## src/rtl/irqc_pkg.sv

```systemverilog
package irqc_pkg;

  localparam int unsigned DATA_W   = 32;
  localparam int unsigned ADDR_W   = 6;
  localparam int unsigned BASIC_N  = 8;
  localparam int unsigned GRP_N    = 32;
  localparam int unsigned SC1_N    = 5;
  localparam int unsigned SC2_N    = 6;
  localparam int unsigned SUM1_BIT = BASIC_N;
  localparam int unsigned SUM2_BIT = BASIC_N + 1;
  localparam int unsigned SC1_LSB  = BASIC_N + 2;
  localparam int unsigned SC2_LSB  = SC1_LSB + SC1_N;
  localparam int unsigned P0_USED  = SC2_LSB + SC2_N;

  // word index (byte offset / 4) of each register
  typedef enum logic [3:0] {
    RS_PEND0 = 4'd0,
    RS_PEND1 = 4'd1,
    RS_PEND2 = 4'd2,
    RS_EN1   = 4'd4,
    RS_EN2   = 4'd5,
    RS_EN0   = 4'd6,
    RS_DIS1  = 4'd7,
    RS_DIS2  = 4'd8,
    RS_DIS0  = 4'd9
  } reg_sel_e;

  // group 1 source feeding mirror bit SC1_LSB+k
  function automatic int unsigned sc1_src(input int unsigned k);
    case (k)
      0:       return 7;
      1:       return 9;
      2:       return 10;
      3:       return 18;
      default: return 19;
    endcase
  endfunction

  // group 2 source feeding mirror bit SC2_LSB+k
  function automatic int unsigned sc2_src(input int unsigned k);
    case (k)
      0:       return 21;
      1:       return 22;
      2:       return 23;
      3:       return 24;
      4:       return 25;
      default: return 30;
    endcase
  endfunction

  function automatic logic [GRP_N-1:0] sc1_mask();
    logic [GRP_N-1:0] m;
    m = '0;
    for (int unsigned k = 0; k < SC1_N; k++) m[sc1_src(k)] = 1'b1;
    return m;
  endfunction

  function automatic logic [GRP_N-1:0] sc2_mask();
    logic [GRP_N-1:0] m;
    m = '0;
    for (int unsigned k = 0; k < SC2_N; k++) m[sc2_src(k)] = 1'b1;
    return m;
  endfunction

endpackage

```

## src/rtl/irqc_mask_reg.sv

```systemverilog
module irqc_mask_reg #(
  parameter int unsigned W = 32
) (
  input  logic         clk,
  input  logic         rst_n,
  input  logic         set_en,
  input  logic         clr_en,
  input  logic [W-1:0] bits,
  output logic [W-1:0] mask_q
);

  logic [W-1:0] mask_d;
  logic         upd;

  always_comb begin
    mask_d = mask_q;
    if (set_en) mask_d = mask_d | bits;
    if (clr_en) mask_d = mask_d & ~bits;
  end

  assign upd = set_en | clr_en;

  always_ff @(posedge clk or negedge rst_n) begin
    if (!rst_n)   mask_q <= '0;
    else if (upd) mask_q <= mask_d;
  end

endmodule

```

## src/rtl/irqc_pend_merge.sv

```systemverilog
module irqc_pend_merge
  import irqc_pkg::*;
(
  input  logic [BASIC_N-1:0] pend_basic,
  input  logic [GRP_N-1:0]   pend_g1,
  input  logic [GRP_N-1:0]   pend_g2,
  output logic [DATA_W-1:0]  pend_top
);

  localparam logic [GRP_N-1:0] SC1_M = sc1_mask();
  localparam logic [GRP_N-1:0] SC2_M = sc2_mask();

  logic [SC1_N-1:0] mir1;
  logic [SC2_N-1:0] mir2;

  for (genvar k = 0; k < SC1_N; k++) begin : g_mir1
    assign mir1[k] = pend_g1[sc1_src(k)];
  end

  for (genvar k = 0; k < SC2_N; k++) begin : g_mir2
    assign mir2[k] = pend_g2[sc2_src(k)];
  end

  always_comb begin
    pend_top                          = '0;
    pend_top[BASIC_N-1:0]             = pend_basic;
    pend_top[SUM1_BIT]                = |(pend_g1 & ~SC1_M);
    pend_top[SUM2_BIT]                = |(pend_g2 & ~SC2_M);
    pend_top[SC1_LSB +: SC1_N]        = mir1;
    pend_top[SC2_LSB +: SC2_N]        = mir2;
  end

endmodule

```

## src/rtl/irqc_regif.sv

```systemverilog
module irqc_regif
  import irqc_pkg::*;
(
  input  logic [ADDR_W-1:0]  bus_addr,
  input  logic               bus_we,
  input  logic [DATA_W-1:0]  pend_top,
  input  logic [GRP_N-1:0]   pend_g1,
  input  logic [GRP_N-1:0]   pend_g2,
  input  logic [BASIC_N-1:0] en_b0,
  input  logic [GRP_N-1:0]   en_b1,
  input  logic [GRP_N-1:0]   en_b2,
  output logic [2:0]         set_en,
  output logic [2:0]         clr_en,
  output logic [DATA_W-1:0]  bus_rdata
);

  logic [3:0] sel;
  assign sel = bus_addr[ADDR_W-1:2];

  always_comb begin
    set_en = '0;
    clr_en = '0;
    if (bus_we) begin
      case (sel)
        RS_EN0:  set_en[0] = 1'b1;
        RS_EN1:  set_en[1] = 1'b1;
        RS_EN2:  set_en[2] = 1'b1;
        RS_DIS0: clr_en[0] = 1'b1;
        RS_DIS1: clr_en[1] = 1'b1;
        RS_DIS2: clr_en[2] = 1'b1;
        default: ;
      endcase
    end
  end

  always_comb begin
    bus_rdata = '0;
    case (sel)
      RS_PEND0: bus_rdata = pend_top;
      RS_PEND1: bus_rdata = pend_g1;
      RS_PEND2: bus_rdata = pend_g2;
      RS_EN0:   bus_rdata[BASIC_N-1:0] = en_b0;
      RS_EN1:   bus_rdata = en_b1;
      RS_EN2:   bus_rdata = en_b2;
      default:  bus_rdata = '0;
    endcase
  end

endmodule

```

## src/rtl/banked_irq_ctrl.sv

```systemverilog
module banked_irq_ctrl
  import irqc_pkg::*;
(
  input  logic              clk,
  input  logic              rst_n,
  input  logic [5:0]        bus_addr,
  input  logic              bus_we,
  input  logic [31:0]       bus_wdata,
  output logic [31:0]       bus_rdata,
  input  logic [7:0]        src_b0,
  input  logic [31:0]       src_b1,
  input  logic [31:0]       src_b2,
  output logic              irq_out
);

  logic [1:0]         rst_pipe;
  logic               rst_sync_n;
  logic [2:0]         set_en;
  logic [2:0]         clr_en;
  logic [BASIC_N-1:0] en_b0;
  logic [GRP_N-1:0]   en_b1;
  logic [GRP_N-1:0]   en_b2;
  logic [BASIC_N-1:0] pend_basic;
  logic [GRP_N-1:0]   pend_g1;
  logic [GRP_N-1:0]   pend_g2;
  logic [DATA_W-1:0]  pend_top;

  // asynchronous assertion, synchronous release
  always_ff @(posedge clk or negedge rst_n) begin
    if (!rst_n) rst_pipe <= '0;
    else        rst_pipe <= {rst_pipe[0], 1'b1};
  end
  assign rst_sync_n = rst_pipe[1];

  irqc_mask_reg #(.W(BASIC_N)) u_mask0 (
    .clk(clk), .rst_n(rst_sync_n), .set_en(set_en[0]), .clr_en(clr_en[0]),
    .bits(bus_wdata[BASIC_N-1:0]), .mask_q(en_b0)
  );

  irqc_mask_reg #(.W(GRP_N)) u_mask1 (
    .clk(clk), .rst_n(rst_sync_n), .set_en(set_en[1]), .clr_en(clr_en[1]),
    .bits(bus_wdata[GRP_N-1:0]), .mask_q(en_b1)
  );

  irqc_mask_reg #(.W(GRP_N)) u_mask2 (
    .clk(clk), .rst_n(rst_sync_n), .set_en(set_en[2]), .clr_en(clr_en[2]),
    .bits(bus_wdata[GRP_N-1:0]), .mask_q(en_b2)
  );

  assign pend_basic = src_b0 & en_b0;
  assign pend_g1    = src_b1 & en_b1;
  assign pend_g2    = src_b2 & en_b2;

  irqc_pend_merge u_merge (
    .pend_basic(pend_basic), .pend_g1(pend_g1), .pend_g2(pend_g2),
    .pend_top(pend_top)
  );

  irqc_regif u_regif (
    .bus_addr(bus_addr), .bus_we(bus_we), .pend_top(pend_top),
    .pend_g1(pend_g1), .pend_g2(pend_g2), .en_b0(en_b0), .en_b1(en_b1),
    .en_b2(en_b2), .set_en(set_en), .clr_en(clr_en), .bus_rdata(bus_rdata)
  );

  assign irq_out = |pend_top;

endmodule

```

## config.mk

```make
export PLATFORM = sky130hd
export DESIGN_NAME = banked_irq_ctrl
export DESIGN_NICKNAME = d
export VERILOG_FILES = /design/src/rtl/irqc_pkg.sv /design/src/rtl/irqc_mask_reg.sv /design/src/rtl/irqc_pend_merge.sv /design/src/rtl/irqc_regif.sv /design/src/rtl/banked_irq_ctrl.sv
export SDC_FILE = /design/constraint.sdc
export NUM_CORES = 1
export LEC_CHECK = 0
export BUFFER_PORTS_ARGS = -buffer_cell sky130_fd_sc_hd__buf_2
export CORE_MARGIN = 2
export CORE_UTILIZATION = 45
export CTS_CLUSTER_SIZE = 20
export DETAILED_ROUTE_END_ITERATION = 8
export GPL_TIMING_DRIVEN = 1
export PLACE_DENSITY = 0.75
export SYNTH_ARGS = -nofsm -noshare
export SYNTH_HDL_FRONTEND = slang
export SYNTH_SLANG_ARGS = --single-unit
```

## constraint.sdc

```tcl
create_clock -name clk -period 2.3 [get_ports clk]
set_input_delay 0.46 -clock clk [delete_from_list [all_inputs] [get_ports clk]]
set_output_delay 0.46 -clock clk [all_outputs]
set_load 0.01 [all_outputs]
```

==> flow_summary.json, run 1 <==
{
  "netlist_area_um2": 4090,
  "cp-endpoint": "bus_rdata[8]",
  "n_fill_cell": 753,
  "die_height_um": 99.4,
  "netlist-cell-type-count": 28,
  "hold_viol": 0,
  "relSlewSlack": 0.584,
  "synth_warnings": 0,
  "fin_crit_ns": 2.53,
  "finalCritPeriodShare": 1.10,
  "ant_nets": 0,
  "reg2regPathDepth": 3,
  "p_seq_frac": 0.501,
  "pwr-share-clk": 0.232,
  "p_int_mw": 2.49,
  "clockBufferDepth": 2,
  "synth-simple-area-share": 0.0709,
  "synth_top_family_by_area": "compound AO/OA/AOI/OAI gates",
  "fin_area_um2": 5510,
  "core_area_um2": 8760,
  "finalMaxSlewViolations": 0,
  "most-common-layout-cells": "179 x a21oi_1, 142 x buf_2, 73 x dfrtp_1",
  "overflow": 0,
  "swShare": 0.352,
  "finalWorstSetupSlack_ns": -0.225,
  "final_common_cell": "a21oi_1",
  "post_dp_cell_area_um2": 5120,
  "area_growth_pct": 34.6,
  "antenna_found_initial": 0,
  "power.switching_mw": 1.35,
  "fin_util": 0.629,
  "synthAdderAreaFrac": 0,
  "tritoncts_num_sinks": 74,
  "synthTopCellsByArea": "dfrtp_1 45%, a21oi_1 22%, a22oi_1 4.2%",
  "required_ns": 1.84,
  "maxCapViolations": 0,
  "clk_latency_ns": 0.34,
  "peakVddDrop_mv": 0.327,
  "dr.pass1.iters": 5,
  "hold_path.class": "reg2async",
  "synthFlopType": "dfrtp_1",
  "grt_pass1_vias": 4401,
  "nNetsFinal": 748,
  "tns_ns": -0.383,
  "muxShareOfSynthArea": 0,
  "setup_violations": 2,
  "gp_congestion": 0.949,
  "grt_max_degree": 73,
  "antennaDiodeCount": 0,
  "tightest_slew_ns": 0.623,
  "worstPathMaxFanout": 2,
  "end_kind": "output port",
  "syn_nets": 585,
  "clkTransAtPathRegs_ns": 0.08,
  "cts_tree": "done",
  "post-place-ws_ns": -0.0437,
  "run_status": "finished, violations left",
  "drc": 0,
  "seq_area_frac_synth": 0.452,
  "dp_cells": 719,
  "powerDensity_nw_per_um2": 698,
  "grt_pass1_wl_um": 23500,
  "skew_ns": 0.00680,
  "h-tree-depth": 3,
  "combPwrFrac": 0.267,
  "grt_use_total": 0.307,
  "die_area_um2": 9880,
  "syn_avg_cell_area_um2": 8.67,
  "regToRegSetupSlack_ns": 1.45,
  "synth.ff_latch_count": 74,
  "synth-async-reset-ratio": 1.00,
  "rsz0062_at_grt": "yes",
  "cts_root_buf": "clkbuf_8",
  "synthXorXnorAreaFrac": 0,
  "post_layout_nonfiller_instances": 748,
  "synth_compound_area_frac": 0.412,
  "max_freq_ghz": 0.396,
  "synth_area_leader_cell": "dfrtp_1",
  "drtIter0Drc": 540,
  "io_pins": 146,
  "routed_wl_um": 15600,
  "critPathKind": "reg2out",
  "violations": "negative setup slack",
  "drive_above_1_share": 0.336,
  "worstSetupStartpointType": "register",
  "initial_core_util": 0.467,
  "synthCells": 472,
  "arrival_ns": 2.07,
  "dp_hpwl_um": 10900,
  "synth_edf_count": 0,
  "p_leak_nw": 2.70,
  "num_rows": 34,
  "cts_buffers": 9,
  "routedWlPerCell_um": 20.8,
  "synth_top_area_share": 0.452,
  "die-width_um": 99.4,
  "viasPerCell": 6.46,
  "numPortBuffers": 143,
  "dr_total_vias": 4835
}
[routing by layer]
layer,global-route usage,wire [um],vias to the layer above
li1,-,-,2137
met1,0.439,6030,2277
met2,0.452,7080,369
met3,0.0541,1880,52
met4,0.153,580,0
met5,0,0,-
[logic make-up after synthesis]
| group | Yosys count |
|---|---|
| compound gates | 282 |
| buf+inv | 64 |
| flops | 74 |
| other cells | 1 |
| simple gates | 51 |
[power by group through the flow]
| stage | Clock (mW) | Combinational, mW | Sequential (mW) |
|---|---|---|---|
| 2_1_floorplan | 0 | 0.554 | 1.84 |
| 4_1_cts | 0.896 | 0.973 | 1.91 |
| 3_3_place_gp | 0 | 0.914 | 1.91 |
| 5_1_grt | 0.952 | 1.14 | 1.96 |
| 3_5_place_dp | 0 | 0.944 | 1.92 |
| 6_report | 0.890 | 1.03 | 1.93 |
[Yosys cell counts (2+ instances only)]
master    instances
a22oi_1          23
a221o_1           8
a222oi_1          2
buf_2             9
a21o_1           16
o21ai_1          13
nand4_1           5
nand3_1          25
a21oi_1         179
nor2_2            2
dfrtp_1          74
and2_1            3
inv_1            35
buf_4             3
clkbuf_1         17
nand2b_1          3
a22o_1            6
o22ai_1          11
a32oi_1          18
nor2_1            4
a221oi_1          6
nor3_1            2
nor3_2            3
[what timing repair did]
| item | in CTS | in global routing |
|---|---|---|
| resized for setup | 4 | 13 |
| gates cloned | 0 | 2 |
| endpoints found under the hold margin | 2 | 0 |
| hold buffers | 1 | 0 |
| buffers inserted | 2 | 8 |
| setup endpoints to repair | 3 | 15 |
| pin swaps | 3 | 5 |
[cell type report]
type | instances | area (um2) | share of cell area
clock inverters | 3 | 15.0 | 0.00273
flip-flops and latches | 74 | 1850 | 0.336
multi-input cells | 334 | 2090 | 0.380
clock buffers | 13 | 149 | 0.0270
repair buffers | 181 | 1130 | 0.206
inverters | 35 | 131 | 0.0238
well taps | 108 | 135 | 0.0245
[worst max-delay path, stage by stage, from the launching register on]
cell and delay [ns]:
dfrtp_1 0.40, a222oi_1 0.60, nand4_1 0.22, a221o_1 0.35, buf_2 0.15
[per-stage QoR]
stage          hold WS, ns  power (mW)
4_1_cts              0.309        3.77
3_5_place_dp         0.247        2.87
5_1_grt              0.324        4.05
3_3_place_gp         0.245        2.83
2_1_floorplan        0.164        2.39
6_report             0.292        3.85
[how the worst min path moves through the flow]
stage                          startpoint                          to  slack (ns)  depth (start not counted)
floorplan                           rst_n       rst_pipe[0]$_DFF_PN0_        0.16                          0
global placement                    rst_n       rst_pipe[0]$_DFF_PN0_        0.24                          1
detailed placement                  rst_n       rst_pipe[0]$_DFF_PN0_        0.25                          1
CTS                         bus_wdata[22]                    register        0.31                          2
global route                 bus_wdata[9]                    register        0.32                          2
finish              rst_pipe[1]$_DFF_PN0_  asynchronous set/reset pin        0.29                          1
Note: power is estimated with default switching activity, not from simulation.
==> run 2: changes to the inputs <==
CORE_UTILIZATION = 48   (was 45)
PLACE_DENSITY = 0.77   (was 0.75)
SYNTH_HIERARCHICAL = 1   (was unset)
TNS_END_PERCENT = 100   (was unset)
==> flow_summary.json, run 2 <==
{
  "run_status": "finished, violations left",
  "violations": "design-rule violations, negative setup slack",
  "die_height_um": 106,
  "num_rows": 37,
  "core_area_um2": 10200,
  "worstPathMaxFanout": 2,
  "antennaDiodeCount": 0,
  "area_growth_pct": 29.2,
  "synth.ff_latch_count": 74,
  "crit_chain": "and2_4 > nor4_4 > and4_1 > nand4_1 > nor4_2 > nand4_1 > or2_1 > buf_2",
  "dp_hpwl_um": 11900,
  "final_common_cell": "buf_2",
  "p_seq_frac": 0.399,
  "grt_max_degree": 73,
  "fin_util": 0.630,
  "max_freq_ghz": 0.356,
  "post_layout_nonfiller_instances": 857,
  "combPwrFrac": 0.369,
  "end_kind": "output port",
  "nNetsFinal": 829,
  "dp_cells": 842,
  "cts_tree": "done",
  "finalCritPeriodShare": 1.22,
  "dr.pass1.iters": 7,
  "drc": 1,
  "die-width_um": 106,
  "synthFlopType": "dfrtp_1",
  "routedWlPerCell_um": 18.7,
  "synth_warnings": 6,
  "hold_slack_ns": 0.285,
  "syn_avg_cell_area_um2": 9.28,
  "cpPeakStageDelay_ns": 0.38,
  "clkTransAtPathRegs_ns": 0.08,
  "critPathTopFamily": "simple AND/OR/NAND/NOR gates",
  "peakVddDrop_mv": 0.378,
  "critPathKind": "reg2out",
  "tns_ns": -1.29,
  "reg2regPathDepth": 3,
  "synth_top_area_share": 0.373,
  "numPortBuffers": 143,
  "pwr-share-clk": 0.231,
  "dr_total_vias": 4944,
  "hold_viol": 0,
  "antenna_found_initial": 0,
  "clk_latency_ns": 0.35,
  "p_leak_nw": 3.11,
  "worst_r2r_endpoint": "u_mask1/mask_q[13]$_DFFE_PN0P_",
  "tritoncts_num_sinks": 74,
  "h-tree-depth": 3,
  "path_buf_inv": 1,
  "finalMaxSlewViolations": 0,
  "p_int_mw": 2.98,
  "relSlewSlack": 0.642,
  "maxCapViolations": 0,
  "cts_root_buf": "clkbuf_8",
  "most-common-layout-cells": "142 x buf_2, 128 x a21oi_1, 77 x buf_4",
  "io_pins": 146,
  "overflow": 0,
  "routed_wl_um": 16100,
  "setup_violations": 3,
  "worstSetupStartpointType": "register",
  "finalWorstSetupSlack_ns": -0.512,
  "tightest_slew_ns": 0.531,
  "arrival_ns": 2.35,
  "synth_most_common_cell": "a21oi_1",
  "rsz0062_at_grt": "yes",
  "cts_buffers": 9,
  "gp_congestion": 0.941,
  "swShare": 0.333,
  "hold_path.class": "reg2async",
  "drive_above_1_share": 0.386,
  "clockBufferDepth": 2,
  "power.switching_mw": 1.49,
  "grt_pass1_wl_um": 25000,
  "ant_nets": 0,
  "skew_ns": 0.00779,
  "seq_area_frac_synth": 0.373,
  "drtIter0Drc": 298,
  "netlist-cell-type-count": 31,
  "powerDensity_nw_per_um2": 696,
  "synth-async-reset-ratio": 1.00,
  "fin_crit_ns": 2.81,
  "top_regs": "u_mask1/mask_q (32), u_mask2/mask_q (32), u_mask0/mask_q (8)",
  "die_area_um2": 11200,
  "required_ns": 1.84,
  "synth_edf_count": 0,
  "synth_area_leader_cell": "dfrtp_1",
  "grt_pass1_vias": 5039,
  "r2r-start": "u_mask1/mask_q[13]$_DFFE_PN0P_",
  "cpMostUsedCell": "nand4_1",
  "yosys-top-cells-count": "128 x a21oi_1, 74 x dfrtp_1, 72 x and2_1, 72 x mux2i_1, 32 x buf_4",
  "initial_core_util": 0.488,
  "viasPerCell": 5.77,
  "synthCells": 535,
  "regToRegSetupSlack_ns": 1.40,
  "crit_slowest_cell": "dfrtp_1",
  "synthTopCellsByArea": "dfrtp_1 37%, mux2i_1 15%, a21oi_1 13%",
  "grt_use_total": 0.286,
  "netlist_area_um2": 4970
}
[run 2: cell count changes after synthesis, sizes merged, moves of 25 or more]
cell,delta
a21oi,-35
inv,-35
and2,+69
buf,+48
nand2,+25
mux2i,+72
nand3,-25
[run 2: how the worst max path moves through the flow]
stage | startpoint | end | slack (ns) | cells after the start
floorplan | src_b2[9] | irq_out | -0.01 | 7
global placement | src_b1[12] | irq_out | -0.56 | 10
detailed placement | src_b1[12] | irq_out | -0.64 | 10
CTS | u_mask2/mask_q[9]$_DFFE_PN0P_ | irq_out | -0.60 | 8
global route | u_mask1/mask_q[13]$_DFFE_PN0P_ | irq_out | -0.63 | 8
finish | u_mask1/mask_q[2]$_DFFE_PN0P_ | irq_out | -0.51 | 8
[run 2: per-stage QoR]
step	setup slack [ns]	area, um2	power (mW)
6_report	-0.512	6420	4.47
5_1_grt	-0.625	6420	4.72
4_1_cts	-0.600	6410	4.45
3_5_place_dp	-0.636	6130	3.37
3_3_place_gp	-0.561	6130	3.29
2_1_floorplan	-0.0101	5000	2.66
[run 2: cells by family (layout without fill, tap and decap cells)]
group / after synthesis / in the layout / share of synthesized area
compound gates: 184 / 184 / 0.222
simple gates: 139 / 139 / 0.168
mux: 72 / 72 / 0.145
buf+inv: 64 / 240 / 0.0897
other cells: 2 / 12 / 0.00151
flops: 74 / 74 / 0.373
[run 2: layout make-up]
cell class | instances | area (um2)
repair buffers | 224 | 1380
well taps | 136 | 170
multi-input cells | 407 | 2820
flip-flops and latches | 74 | 1850
fillers | 858 | 3770
clock inverters | 4 | 51.3
clock buffers | 12 | 145
[run 2: power by group through the flow]
stage	clock (mW)	combinational, mW	sequential (mW)
detailed placement	0	1.57	1.80
global route	1.11	1.79	1.82
CTS	1.05	1.62	1.78
floorplan	0	0.865	1.80
global placement	0	1.51	1.78
finish	1.03	1.65	1.78
[run 2: per-layer routing]
metal,track usage,up-vias,part of all wire
met1,0.372,2360,0.41
met5,0,-,0
li1,-,2307,-
met3,0.0470,29,0.084
met4,0.105,0,0.018
met2,0.482,248,0.49
[run 2: what timing repair did]
item                                    in CTS  in global routing
endpoints found under the hold margin        2                  0
setup buffers                                1                  0
pin swaps                                    8                  3
endpoints found under the setup margin       3                  3
gates cloned                                 0                  0
hold buffers                                 1                  0
resized for setup                           18                  2
